$ cat src/rtl/addr_port_pkg.sv
package addr_port_pkg;

  typedef enum logic [1:0] {
    FN_INPUT = 2'd0,
    FN_ADDR  = 2'd1,
    FN_GPIO  = 2'd2
  } pin_fn_e;

  typedef enum logic [1:0] {
    MC_NONE     = 2'd0,
    MC_ALL_ADDR = 2'd1,
    MC_DIR_ADDR = 2'd2,
    MC_DIR_GPIO = 2'd3
  } mode_cls_e;

  localparam logic [1:0] OFS_DATA = 2'd0;
  localparam logic [1:0] OFS_PINS = 2'd1;
  localparam logic [1:0] OFS_PULL = 2'd2;
  localparam logic [1:0] OFS_DIR  = 2'd3;

  function automatic mode_cls_e classify_mode(input logic [2:0] m);
    case (m)
      3'd1, 3'd4, 3'd5: classify_mode = MC_ALL_ADDR;
      3'd2, 3'd6:       classify_mode = MC_DIR_ADDR;
      3'd3, 3'd7:       classify_mode = MC_DIR_GPIO;
      default:          classify_mode = MC_NONE;
    endcase
  endfunction

endpackage

$ cat src/rtl/addr_port_regs.sv
module addr_port_regs
  import addr_port_pkg::*;
#(
  parameter int W = 8
) (
  input  logic         clk,
  input  logic         por_n,
  input  logic         mrst_n,
  input  logic         hw_stby,
  input  logic         wr_en,
  input  logic [1:0]   wr_ofs,
  input  logic [W-1:0] wr_data,
  output logic [W-1:0] dir_q,
  output logic [W-1:0] data_q,
  output logic [W-1:0] pu_q
);

  logic wr_ok;
  assign wr_ok = wr_en && mrst_n && !hw_stby;

  // direction: cleared by power-on reset and hardware standby only
  always_ff @(posedge clk or negedge por_n) begin
    if (!por_n) begin
      dir_q <= '0;
    end else if (hw_stby) begin
      dir_q <= '0;
    end else if (wr_ok && wr_ofs == OFS_DIR) begin
      dir_q <= wr_data;
    end
  end

  // data and pull-up: also cleared by manual reset
  always_ff @(posedge clk or negedge por_n) begin
    if (!por_n) begin
      data_q <= '0;
      pu_q   <= '0;
    end else if (hw_stby || !mrst_n) begin
      data_q <= '0;
      pu_q   <= '0;
    end else if (wr_ok) begin
      if (wr_ofs == OFS_DATA) data_q <= wr_data;
      if (wr_ofs == OFS_PULL) pu_q   <= wr_data;
    end
  end

  AST_DIR_KEPT_MRST: assert property (@(posedge clk) disable iff (!por_n)
    (!mrst_n && !hw_stby) |=> $stable(dir_q));
  AST_REGS_CLR_MRST: assert property (@(posedge clk) disable iff (!por_n)
    (!mrst_n) |=> (data_q == '0 && pu_q == '0));
  AST_HWSTBY_CLEARS: assert property (@(posedge clk) disable iff (!por_n)
    hw_stby |=> (dir_q == '0 && data_q == '0 && pu_q == '0));
  AST_PINS_WR_IGNORED: assert property (@(posedge clk) disable iff (!por_n)
    (wr_en && wr_ofs == OFS_PINS && mrst_n && !hw_stby) |=> ($stable(data_q) && $stable(pu_q) && $stable(dir_q)));

endmodule

$ cat src/rtl/addr_port_sync.sv
module addr_port_sync #(
  parameter int W      = 8,
  parameter int STAGES = 2
) (
  input  logic         clk,
  input  logic         por_n,
  input  logic [W-1:0] d,
  output logic [W-1:0] q
);

  logic [W-1:0] stage_q [STAGES];

  always_ff @(posedge clk or negedge por_n) begin
    if (!por_n) begin
      for (int s = 0; s < STAGES; s++) stage_q[s] <= '0;
    end else begin
      stage_q[0] <= d;
      for (int s = 1; s < STAGES; s++) stage_q[s] <= stage_q[s-1];
    end
  end

  assign q = stage_q[STAGES-1];

endmodule

$ cat src/rtl/addr_port_pinmux.sv
module addr_port_pinmux
  import addr_port_pkg::*;
#(
  parameter int W = 8
) (
  input  logic         clk,
  input  logic         por_n,
  input  logic [2:0]   mode,
  input  logic         hw_stby,
  input  logic         sw_stby,
  input  logic         stby_hold,
  input  logic [W-1:0] dir_q,
  input  logic [W-1:0] data_q,
  input  logic [W-1:0] pu_q,
  input  logic [W-1:0] addr_lo,
  output logic [W-1:0] pin_out,
  output logic [W-1:0] pin_oe,
  output logic [W-1:0] pin_pullup,
  output logic [W-1:0] gpio_mask
);

  mode_cls_e    mcls;
  logic [W-1:0] addr_held_q;
  logic [W-1:0] addr_src;
  logic         addr_drive;

  assign mcls = classify_mode(mode);

  // capture the address each cycle outside software standby
  always_ff @(posedge clk or negedge por_n) begin
    if (!por_n)        addr_held_q <= '0;
    else if (!sw_stby) addr_held_q <= addr_lo;
  end

  assign addr_src   = sw_stby ? addr_held_q : addr_lo;
  assign addr_drive = !hw_stby && (!sw_stby || stby_hold);

  for (genvar i = 0; i < W; i++) begin : g_pin
    pin_fn_e fn;
    assign fn = (mcls == MC_ALL_ADDR)               ? FN_ADDR :
                (mcls == MC_DIR_ADDR && dir_q[i])   ? FN_ADDR :
                (mcls == MC_DIR_GPIO && dir_q[i])   ? FN_GPIO : FN_INPUT;
    assign pin_out[i]    = (fn == FN_ADDR) ? addr_src[i] :
                           (fn == FN_GPIO) ? data_q[i]   : 1'b0;
    assign pin_oe[i]     = (fn == FN_ADDR) ? addr_drive  :
                           (fn == FN_GPIO) ? !hw_stby    : 1'b0;
    assign pin_pullup[i] = pu_q[i] && (fn == FN_INPUT) && !hw_stby;
    assign gpio_mask[i]  = (fn == FN_GPIO);
  end

  AST_PULL_NOT_ON_OUT: assert property (@(posedge clk) disable iff (!por_n)
    (pin_pullup & pin_oe) == '0);
  AST_HW_FLOAT: assert property (@(posedge clk) disable iff (!por_n)
    hw_stby |-> (pin_oe == '0 && pin_pullup == '0));
  AST_ALL_ADDR_DRIVE: assert property (@(posedge clk) disable iff (!por_n)
    (mcls == MC_ALL_ADDR && !hw_stby && !sw_stby) |-> (pin_oe == '1 && pin_out == addr_lo));
  AST_STBY_ADDR_HELD: assert property (@(posedge clk) disable iff (!por_n)
    (sw_stby && $past(sw_stby) && stby_hold && !hw_stby && mcls == MC_ALL_ADDR && $stable(mode)) |-> $stable(pin_out));
  AST_MODE0_INPUT: assert property (@(posedge clk) disable iff (!por_n)
    (mode == 3'd0) |-> (pin_oe == '0));

endmodule

$ cat src/rtl/addr_gpio_port.sv
module addr_gpio_port
  import addr_port_pkg::*;
#(
  parameter int W = 8
) (
  input  logic         clk,
  input  logic         por_n,
  input  logic         mrst_n,
  input  logic         hw_stby,
  input  logic         sw_stby,
  input  logic         stby_hold,
  input  logic [2:0]   mode,
  input  logic [1:0]   bus_addr,
  input  logic         bus_wr,
  input  logic         bus_rd,
  input  logic [W-1:0] bus_wdata,
  output logic [W-1:0] bus_rdata,
  input  logic [W-1:0] addr_lo,
  input  logic [W-1:0] pin_in,
  output logic [W-1:0] pin_out,
  output logic [W-1:0] pin_oe,
  output logic [W-1:0] pin_pullup
);

  logic [W-1:0] dir_q, data_q, pu_q, pin_sync, gpio_mask;

  addr_port_regs #(.W(W)) regs_i (
    .clk(clk), .por_n(por_n), .mrst_n(mrst_n), .hw_stby(hw_stby),
    .wr_en(bus_wr), .wr_ofs(bus_addr), .wr_data(bus_wdata),
    .dir_q(dir_q), .data_q(data_q), .pu_q(pu_q)
  );

  addr_port_sync #(.W(W), .STAGES(2)) sync_i (
    .clk(clk), .por_n(por_n), .d(pin_in), .q(pin_sync)
  );

  addr_port_pinmux #(.W(W)) mux_i (
    .clk(clk), .por_n(por_n), .mode(mode), .hw_stby(hw_stby),
    .sw_stby(sw_stby), .stby_hold(stby_hold), .dir_q(dir_q),
    .data_q(data_q), .pu_q(pu_q), .addr_lo(addr_lo),
    .pin_out(pin_out), .pin_oe(pin_oe), .pin_pullup(pin_pullup),
    .gpio_mask(gpio_mask)
  );

  always_comb begin
    bus_rdata = '0;
    if (bus_rd) begin
      case (bus_addr)
        OFS_DATA: bus_rdata = data_q;
        OFS_PINS: bus_rdata = (data_q & gpio_mask) | (pin_sync & ~gpio_mask);
        OFS_PULL: bus_rdata = pu_q;
        default:  bus_rdata = '1;
      endcase
    end
  end

  AST_RD_IDLE_ZERO: assert property (@(posedge clk) disable iff (!por_n)
    !bus_rd |-> (bus_rdata == '0));
  AST_WR_LANDS: assert property (@(posedge clk) disable iff (!por_n)
    (bus_wr && bus_addr == OFS_DATA && mrst_n && !hw_stby) |=> (data_q == $past(bus_wdata)));

endmodule

$ cat config.mk
export PLATFORM = sky130hd
export DESIGN_NAME = addr_gpio_port
export DESIGN_NICKNAME = d
export VERILOG_FILES = /design/src/rtl/addr_port_pkg.sv /design/src/rtl/addr_port_regs.sv /design/src/rtl/addr_port_sync.sv /design/src/rtl/addr_port_pinmux.sv /design/src/rtl/addr_gpio_port.sv
export SDC_FILE = /design/constraint.sdc
export NUM_CORES = 1
export LEC_CHECK = 0
export ABC_AREA = 1
export BUFFER_PORTS_ARGS = -buffer_cell sky130_fd_sc_hd__buf_2
export CAP_MARGIN = 20
export CORE_MARGIN = 2
export CORE_UTILIZATION = 35
export CTS_BUF_LIST = sky130_fd_sc_hd__clkbuf_2 sky130_fd_sc_hd__clkbuf_4 sky130_fd_sc_hd__clkbuf_8
export DETAILED_ROUTE_END_ITERATION = 12
export PLACE_DENSITY_LB_ADDON = 0.08
export SETUP_SLACK_MARGIN = 0.02
export SYNTH_ARGS = -nofsm -noshare
export SYNTH_HDL_FRONTEND = slang
export SYNTH_SLANG_ARGS = --single-unit
$ cat constraint.sdc
create_clock -name clk -period 0.8 [get_ports clk]
set_input_delay 0.04 -clock clk [delete_from_list [all_inputs] [get_ports clk]]
set_output_delay 0.04 -clock clk [all_outputs]
set_load 0.02 [all_outputs]
==> flow_metrics.env, run 1 <==
export IMPL_cp_endpoint="bus_rdata[3]"
export IMPL_status="complete, but fails checks"
export IMPL_violations="hold timing, setup timing"
export IMPL_synthCells=315
export IMPL_grt_first_pass_wirelength_mm=13.08
export IMPL_ys_warn_count=0
export IMPL_dp_cells=534
export IMPL_synthesis_nets=352
export IMPL_tightest_slew_ns=0.3350
export IMPL_htree_levels=2
export IMPL_clkTransAtPathRegs_ns=0.09
export IMPL_die_h_microns=88.45
export IMPL_cp_max_fo=2
export IMPL_io_buffers=68
export IMPL_die_x_microns=88.45
export IMPL_reg2reg_to="regs_i.dir_q[3]"
export IMPL_core_area_sq_um=6832
export IMPL_critical_path_arrival_ns=1.34
export IMPL_fin_crit_ns=1.382
export IMPL_final_nets=503
export IMPL_r2r_start="regs_i.dir_q[3]"
export IMPL_start_util_pct=36.54
export IMPL_ys_seq_area_share_pct=48.12
export IMPL_p_leak_uw=0.002024
export IMPL_die_area_sq_um=7823
export IMPL_dpl_cell_area_sq_um=3671
export IMPL_dr_pass1_iters=4
export IMPL_setup_ws_ns=-0.5817
export IMPL_r2r_setup_slack_ns=-0.19
export IMPL_cp_slowest_cell="dfrtp_1"
export IMPL_setup_tns_ns=-15.83
export IMPL_design_area_sq_um=4369
export IMPL_gp_congestion=0.8492
export IMPL_fin_cells=562
export IMPL_path_depth=5
export IMPL_path_cells="nand4_1 > nand2_2 > nand2_2 > a21oi_4 > buf_6"
export IMPL_cts_num_sinks=48
export IMPL_cts_tree="yes"
export IMPL_cp_end_kind="output pin"
export IMPL_io_pins=69
export IMPL_cts_buffers=5
export IMPL_hold_ws_ns=-0.03828
export IMPL_clock_fmax_mhz=723.7
export IMPL_cts_buffer_depth=2
export IMPL_worstHoldPathType="input pin to register"
export IMPL_ir_drop_mv=0.8124
export IMPL_drc_errors=0
export IMPL_period_share_pct=172.7
export IMPL_worstSetupStartpointType="register"
export IMPL_report_final_slew_viol_count=0
export IMPL_critPathLaunch="regs_i.data_q[3]"
export IMPL_layout_drive_gt1_share_pct=57.94
export IMPL_grt_usage_pct=22.45
export IMPL_r2r_cells=5
export IMPL_totalWireLength_mm=8.163
export IMPL_netlist_area_sq_um=2496
export IMPL_hold_buffers=17
export IMPL_slowest_delay_ns=0.43
export IMPL_slew_headroom_pct=77.66
export IMPL_finalHoldViolCount=4
export IMPL_grt_pass1_vias=2807
export IMPL_drtIter0Drc=81
export IMPL_grt_antenna_before_repair=0
export IMPL_dpl_hpwl_mm=5.805
export IMPL_synth_area_per_cell_sq_um=7.924
export IMPL_wire_per_inst_microns=14.52
export IMPL_grt_max_degree=49
export IMPL_cp_common_cell="nand2_2"
export IMPL_cap_viol_max_count=0
export IMPL_grt_ovfl_total=0
export IMPL_cts_root_buf="clkbuf_8"
export IMPL_power_density_nw_per_um2=1264
export IMPL_insertion_delay_ns=0.31
export IMPL_rows=30
export IMPL_antennaDiodeCount=0
export IMPL_finClkSkew_ns=0.002208
export IMPL_ys_types=21
export IMPL_ys_ff_latch=48
export IMPL_crit_family="flip-flops"
export IMPL_syn2layout_area_growth_pct=75.04
export IMPL_grt_setup_unrepaired="yes"
export IMPL_crit_buf_inv=1
export IMPL_total_power_uw=5522
export IMPL_setup_viol=35
export IMPL_ant_nets=0
export IMPL_cp_required_ns=0.76
export IMPL_viasPerCell=4.724
export IMPL_route_vias_total=2655
export IMPL_critPathKind="register to output pin"
[power breakdown]
part	switching [uW]	total, uW	internal (uW)
combinational	838	1510	668
sequential	42.3	2580	2530
clock	845	1440	594
total	1730	5520	3800
[cells by family after synthesis]
| kind of cell | count (synthesis) | synth area share (%) |
|---|---|---|
| DFF | 48 | 48.12 |
| AOI/OAI and AO/OA | 70 | 16.29 |
| and+or+nand+nor | 138 | 24.76 |
| buffers and inverters | 59 | 10.83 |
[how the worst min path moves through the flow]
| stage | start | end | slack [ns] | depth (start not counted) |
|---|---|---|---|---|
| detailed placement | por_n | mux_i.addr_held_q[2] | 0.05 | 2 |
| finish | addr_lo[0] | mux_i.addr_held_q[0] | -0.04 | 3 |
| floorplan | por_n | mux_i.addr_held_q[0] | -0.26 | 0 |
| global route | addr_lo[0] | mux_i.addr_held_q[0] | -0.03 | 3 |
| global placement | por_n | mux_i.addr_held_q[2] | 0.05 | 2 |
| CTS | addr_lo[0] | mux_i.addr_held_q[0] | -0.04 | 3 |
[per-layer routing]
metal / wire [microns] / global-route usage [%] / up-vias
met5: 0 / 0 / -
met4: 172 / 7.851 / 0
met3: 308 / 2.985 / 12
met2: 4175 / 40.26 / 64
met1: 3507 / 27.66 / 1264
li1: - / - / 1315
[layout by cell type (no fill, tap or decap), types with 3 or more instances in the layout]
cell type	count
buf_4	57
nand2_1	53
dfrtp_1	48
buf_6	38
o21ai_2	35
buf_2	34
inv_1	32
nand2_2	24
dlygate4sd3_1	17
inv_2	13
nor2_1	13
nor2_2	13
nand3_2	12
o21ai_1	11
nand4_1	9
a21oi_4	8
a21oi_1	7
buf_12	7
nor3_2	6
clkbuf_8	5
nand2_4	4
o21ai_4	4
o21ai_0	3
inv_4	3
[layout make-up]
type | count | area, sq um
well taps | 96 | 120.1
multi-input cells | 209 | 1439
inverters | 49 | 191.4
clock buffers | 5 | 68.82
flip-flops and latches | 48 | 1201
clock inverters | 2 | 12.51
repair buffers | 153 | 1336
fillers | 604 | 2462
[through the flow]
step,setup slack [ns],utilization [%]
after floorplan,-0.08493,-
after global placement,-0.2602,53.74
after detailed placement,-0.2655,53.74
after CTS,-0.5573,62.75
after global routing,-0.6130,63.96
final,-0.5817,63.96
[repair_timing]
item / 4_1_cts / 5_1_grt
cloned: 0 / 1
setup buffers: 7 / 4
endpoints found under the setup margin: 39 / 54
gates resized for setup: 100 / 34
pin swaps: 42 / 29
endpoints found under the hold margin: 67 / 2
[synth_stat cells, drive strengths merged]
| library cell | instances | area, sq um |
|---|---|---|
| dfrtp | 48 | 1201 |
| nand2 | 80 | 322.8 |
| nor2 | 27 | 108.9 |
| buf | 10 | 83.82 |
| inv | 48 | 182.7 |
| a21oi | 17 | 88.84 |
| nand4 | 9 | 56.30 |
| nor3 | 8 | 60.06 |
| nand3 | 14 | 70.07 |
| o21ai | 53 | 317.8 |
| clkinv | 1 | 3.750 |
[flip-flops by register name, indices dropped and copies added, names as in the netlist]
register	count
sync_i.q	8
sync_i.stage_q	8
regs_i.data_q	8
mux_i.addr_held_q	8
regs_i.dir_q	8
regs_i.pu_q	8
[worst reg2reg max path: cells and delay by family (launching register included)]
kind / cells / cell delay (ns)
AO/OA/AOI/OAI: 1 / 0.10
flip-flops: 1 / 0.41
buffers and inverters: 4 / 0.42
Note: power is estimated with default switching activity, not from simulation.
==> inputs of run 2 (changes only) <==
--- a/config.mk
+++ b/config.mk
@@ -12,7 +12,6 @@
 export CORE_UTILIZATION = 35
 export CTS_BUF_LIST = sky130_fd_sc_hd__clkbuf_2 sky130_fd_sc_hd__clkbuf_4 sky130_fd_sc_hd__clkbuf_8
 export DETAILED_ROUTE_END_ITERATION = 12
-export PLACE_DENSITY_LB_ADDON = 0.08
 export SETUP_SLACK_MARGIN = 0.02
 export SYNTH_ARGS = -nofsm -noshare
 export SYNTH_HDL_FRONTEND = slang
==> run 2 against run 1 <==
The run still ends with hold timing, setup timing left. Power up 2.6%. Global-route usage is 0.88 points lower. Combinational power about the same. Utilization fell by 0.44 points. Sequential share of layout area is 0.19 points higher. Clock skew increased by 0.0044 ns. Non-clock buffer count fell by 1.
==> flow_metrics.env, run 2 (synthesis gave the netlist of run 1 again) <==
export IMPL_wire_per_inst_microns=14.34
export IMPL_cts_buffers=5
export IMPL_finClkSkew_ns=0.006610
export IMPL_setup_viol=35
export IMPL_finalHoldViolCount=2
export IMPL_insertion_delay_ns=0.31
export IMPL_dp_slack_ns=-0.2625
export IMPL_drtIter0Drc=110
export IMPL_dpl_hpwl_mm=5.803
export IMPL_io_buffers=68
export IMPL_dr_pass1_iters=4
export IMPL_rows=30
export IMPL_start_util_pct=36.54
export IMPL_p_seq_share_pct=45.5
export IMPL_mostFrequentLayoutCell="nand2_1"
export IMPL_cp_slowest_cell="dfrtp_1"
export IMPL_gp_congestion=0.8589
export IMPL_slew_headroom_pct=80.49
export IMPL_tightest_slew_ns=0.2908
export IMPL_slowest_delay_ns=0.42
export IMPL_cp_max_fo=3
export IMPL_critPathKind="register to output pin"
export IMPL_path_cells="nand4_1 > nand2_1 > nand2_2 > a21oi_4 > buf_6"
export IMPL_grt_max_degree=49
export IMPL_p_clk_share_pct=28.5
export IMPL_grt_usage_pct=21.57
export IMPL_totalWireLength_mm=8.046
export IMPL_p_int_uw=3954
export IMPL_cap_viol_max_count=0
export IMPL_final_nets=502
export IMPL_final_cell_mix="58 x nand2_1, 56 x buf_4, 48 x dfrtp_1"
export IMPL_critical_path_arrival_ns=1.31
export IMPL_crit_buf_inv=1
export IMPL_grt_ovfl_total=0
export IMPL_cts_tree="yes"
export IMPL_worstHoldPathType="input pin to register"
export IMPL_cts_num_sinks=48
export IMPL_cts_buffer_depth=2
export IMPL_p_leak_uw=0.002025
export IMPL_grt_antenna_before_repair=0
export IMPL_io_pins=69
export IMPL_drc_errors=0
export IMPL_grt_setup_unrepaired="yes"
export IMPL_syn2layout_area_growth_pct=73.83
export IMPL_hold_ws_ns=-0.01216
export IMPL_status="complete, but fails checks"
export IMPL_cp_required_ns=0.76
export IMPL_clock_fmax_mhz=739.0
export IMPL_crit_family="flip-flops"
export IMPL_grt_pass1_vias=2697
export IMPL_clkTransAtPathRegs_ns=0.09
export IMPL_total_power_uw=5667
export IMPL_viasPerCell=4.772
export IMPL_power_switching_uw=1713
export IMPL_setup_ws_ns=-0.5533
export IMPL_report_final_slew_viol_count=0
export IMPL_layout_drive_gt1_share_pct=56.77
export IMPL_period_share_pct=169.2
export IMPL_combPwrFrac_pct=26.0
export IMPL_power_density_nw_per_um2=1306
export IMPL_fin_crit_ns=1.353
export IMPL_cts_root_buf="clkbuf_8"
export IMPL_core_area_sq_um=6832
export IMPL_p_sw_share_pct=30.22
export IMPL_ant_nets=0
export IMPL_htree_levels=2
export IMPL_route_vias_total=2677
export IMPL_die_x_microns=88.45
export IMPL_worstSetupStartpointType="register"
export IMPL_antennaDiodeCount=0
export IMPL_grt_first_pass_wirelength_mm=12.73
export IMPL_die_area_sq_um=7823
export IMPL_die_h_microns=88.45
export IMPL_ir_drop_mv=0.6836
export IMPL_post_route_util_pct=63.52
export IMPL_violations="hold timing, setup timing"
export IMPL_cp_end_kind="output pin"
[run 2: timing repair]
action | in CTS | in global routing
pin swaps | 49 | 33
setup endpoints to repair | 34 | 52
hold buffers | 16 | 0
buffers inserted | 8 | 7
hold endpoints to repair | 67 | 0
gates resized for setup | 93 | 42
cloned | 0 | 1
[run 2: power by group through the flow]
stage,clock network [uW],registers (uW),logic [uW]
detailed placement,0,2620,1160
floorplan,0,2610,680
global route,1740,2590,1590
CTS,1630,2580,1420
finish,1610,2580,1480
global placement,0,2620,1150
[run 2: area by class of cell]
class	count	area, sq um
Clock buffer	7	96.34
Inverter	49	193.9
Multi-Input combinational cell	209	1439
Sequential cell	48	1201
Timing Repair Buffer	152	1289
Tap cell	96	120.1
Fill cell	592	2492
[run 2: worst register-to-register path, cell delays in order (launching register included)]
cell	delay (ns)
dfrtp_1	0.41
inv_2	0.08
buf_6	0.12
buf_6	0.10
o21ai_2	0.09
[run 2: stage by stage]
stage	area [sq um]	instances	TNS [ns]	hold WS [ns]
2_1_floorplan	2746	315	-1.421	-0.2556
3_3_place_gp	3613	533	-8.942	0.04765
3_5_place_dp	3613	533	-9.694	0.04618
4_1_cts	4217	564	-15.44	-0.01186
5_1_grt	4339	561	-18.06	-0.001207
6_report	4339	561	-15.69	-0.01216
[run 2: worst paths after layout]
| kind | start | end | slack (ns) | cells past startpoint |
|---|---|---|---|---|
| setup / recovery | regs_i.dir_q[7] | bus_rdata[7] | -0.55 | 5 |
| setup reg to reg | regs_i.dir_q[3] | regs_i.dir_q[3] | -0.05 | 4 |
| max in group asynchronous | por_n | sync_i.stage_q[12] | 0.33 | 3 |
| min in group asynchronous | por_n | mux_i.addr_held_q[3] | 0.24 | 3 |
| hold / removal | addr_lo[0] | mux_i.addr_held_q[0] | -0.01 | 3 |
| hold reg to reg | sync_i.stage_q[10] | sync_i.q[2] | 0.36 | 0 |
[run 2: per-layer routing]
| layer | part of all wire, % | global-route usage, % |
|---|---|---|
| met3 | 3.4 | 3.545 |
| met5 | 0 | 0 |
| met2 | 51 | 39.71 |
| met1 | 43 | 26.02 |
| met4 | 2.1 | 5.785 |
==> inputs of run 3 (changes only) <==
==> constraint.sdc (replaced) <==
create_clock -name clk -period 1.1 [get_ports clk]
set_input_delay 0.055 -clock clk [delete_from_list [all_inputs] [get_ports clk]]
set_output_delay 0.055 -clock clk [all_outputs]
set_load 0.02 [all_outputs]
==> run 3 against run 2 <==
The flow finishes with violations (setup timing). Register-to-register slack gained 0.14 ns. Flip-flop and latch count stayed put. Wire length decreased by 5.9%. Global-route usage decreased by 1.6 points. Combinational power decreased by 37%. Setup slack improved by 0.27 ns. Via count fell by 3.8%. Power down 31%. Critical path type unchanged.
==> flow_metrics.env, run 3 (synthesis gave the netlist of run 1 again) <==
export IMPL_status="complete, but fails checks"
export IMPL_violations="setup timing"
export IMPL_hold_ws_ns=0.003549
export IMPL_ir_drop_mv=0.6940
export IMPL_cp_end_kind="output pin"
export IMPL_rows=30
export IMPL_clock_fmax_mhz=725.3
export IMPL_dp_cells=493
export IMPL_fin_crit_ns=1.379
export IMPL_wire_per_inst_microns=14.29
export IMPL_crit_family="flip-flops"
export IMPL_worstSetupStartpointType="register"
export IMPL_viasPerCell=4.857
export IMPL_finClkSkew_ns=0.006722
export IMPL_gp_congestion=0.8735
export IMPL_tightest_slew_ns=0.4376
export IMPL_grt_usage_pct=20.01
export IMPL_critPathKind="register to output pin"
export IMPL_start_util_pct=36.54
export IMPL_io_pins=69
export IMPL_antennaDiodeCount=0
export IMPL_p_int_uw=2741
export IMPL_p_leak_uw=0.001801
export IMPL_grt_first_pass_wirelength_mm=11.83
export IMPL_cts_buffer_depth=2
export IMPL_die_x_microns=88.45
export IMPL_insertion_delay_ns=0.30
export IMPL_p_clk_share_pct=28.5
export IMPL_crit_buf_inv=2
export IMPL_totalWireLength_mm=7.575
export IMPL_cap_viol_max_count=0
export IMPL_worstHoldPathType="input pin to register"
export IMPL_final_cell_mix="70 x nand2_1, 51 x buf_4, 48 x dfrtp_1"
export IMPL_htree_levels=2
export IMPL_cp_required_ns=1.04
export IMPL_route_vias_total=2574
export IMPL_core_area_sq_um=6832
export IMPL_syn2layout_area_growth_pct=52.23
export IMPL_critical_path_arrival_ns=1.32
export IMPL_power_density_nw_per_um2=1031
export IMPL_die_area_sq_um=7823
export IMPL_report_final_slew_viol_count=0
export IMPL_cp_max_fo=3
export IMPL_drc_errors=0
export IMPL_power_switching_uw=1175
export IMPL_cts_root_buf="clkbuf_8"
export IMPL_ant_nets=0
export IMPL_grt_ovfl_total=0
export IMPL_setup_ws_ns=-0.2787
export IMPL_clkTransAtPathRegs_ns=0.09
export IMPL_grt_antenna_before_repair=0
export IMPL_io_buffers=68
export IMPL_combPwrFrac_pct=23.6
export IMPL_cp_slowest_cell="dfrtp_1"
export IMPL_final_nets=470
export IMPL_p_seq_share_pct=47.8
export IMPL_slowest_delay_ns=0.37
export IMPL_p_sw_share_pct=30.00
export IMPL_cts_tree="yes"
export IMPL_fin_cells=530
export IMPL_drtIter0Drc=186
export IMPL_period_share_pct=125.3
export IMPL_mostFrequentLayoutCell="nand2_1"
export IMPL_slew_headroom_pct=70.79
export IMPL_grt_max_degree=49
export IMPL_path_cells="inv_1 > a21oi_1 > nor2_1 > a21oi_2 > buf_4"
export IMPL_grt_setup_unrepaired="yes"
export IMPL_setup_viol=32
export IMPL_grt_pass1_vias=2480
export IMPL_dpl_hpwl_mm=5.324
export IMPL_layout_drive_gt1_share_pct=45.16
export IMPL_cts_buffers=5
export IMPL_setup_tns_ns=-6.614
export IMPL_finalHoldViolCount=0
export IMPL_cts_num_sinks=48
export IMPL_die_h_microns=88.45
export IMPL_dr_pass1_iters=4
==> run 3: cell types whose count changed in the layout (fill, tap and decap cells not counted), sizes merged <==
cell | previous run | this run
buf | 136 | 110
clkinvlp | 0 | 2
dlygate4sd3 | 16 | 11
clkbuf | 7 | 6
nand2 | 81 | 80
==> run 3: worst min-delay path, delay by kind of cell <==
family / cells / cell delay [ns]
simple gates: 1 / 0.05
buf+inv: 1 / 0.10
compound gates: 1 / 0.07
==> run 3: layer usage <==
layer / share of wire (%) / routed length, microns / GRT usage (%) / up-vias
li1: - / - / - / 1246
met1: 43 / 3267 / 27.30 / 1222
met2: 50 / 3755 / 32.26 / 91
met3: 5.1 / 390 / 3.265 / 15
met4: 2.1 / 162 / 7.300 / 0
met5: 0 / 0 / 0 / -
==> run 3: worst paths after layout <==
check,end,from,slack (ns),cells past startpoint
max,bus_rdata[2],regs_i.pu_q[2],-0.28,5
min,regs_i.dir_q[3],bus_wdata[3],0.004,3
max reg2reg,regs_i.dir_q[1],regs_i.dir_q[1],0.09,5
min reg2reg,sync_i.q[7],sync_i.stage_q[15],0.36,0
max in group asynchronous,sync_i.stage_q[14],por_n,0.60,3
min in group asynchronous,mux_i.addr_held_q[5],por_n,0.27,3
==> run 3: through the flow <==
step	instance area [sq um]	worst slack (ns)	util [%]	total power, uW
after global placement	3103	0.01613	45.42	2631
final	3800	-0.2787	55.62	3916
after detailed placement	3103	-0.02492	45.42	2637
after global routing	3800	-0.3644	55.62	4126
after CTS	3613	-0.2683	52.89	3912
after floorplan	2496	0.02695	-	2304
==> run 3: power groups by stage <==
stage,clock [uW],combinational (uW),sequential [uW]
after global placement,0,727,1900
after detailed placement,0,731,1910
after floorplan,0,407,1900
after global routing,1240,1010,1880
after CTS,1170,865,1870
final,1120,926,1870
==> run 3: repair_timing <==
item,4_1_cts,5_1_grt
pin swaps,26,26
gates cloned,0,0
resized for setup,71,38
setup endpoints to repair,32,32
hold buffers,11,0
buffers inserted,13,6
endpoints found under the hold margin,59,0
==> run 3: final cells by class <==
type | count | area (sq um)
Fill cell | 668 | 3032
Multi-Input combinational cell | 208 | 1225
Sequential cell | 48 | 1201
Timing Repair Buffer | 121 | 967.2
Inverter | 49 | 188.9
Tap cell | 96 | 120.1
Clock buffer | 6 | 82.58
Clock inverter | 2 | 15.01
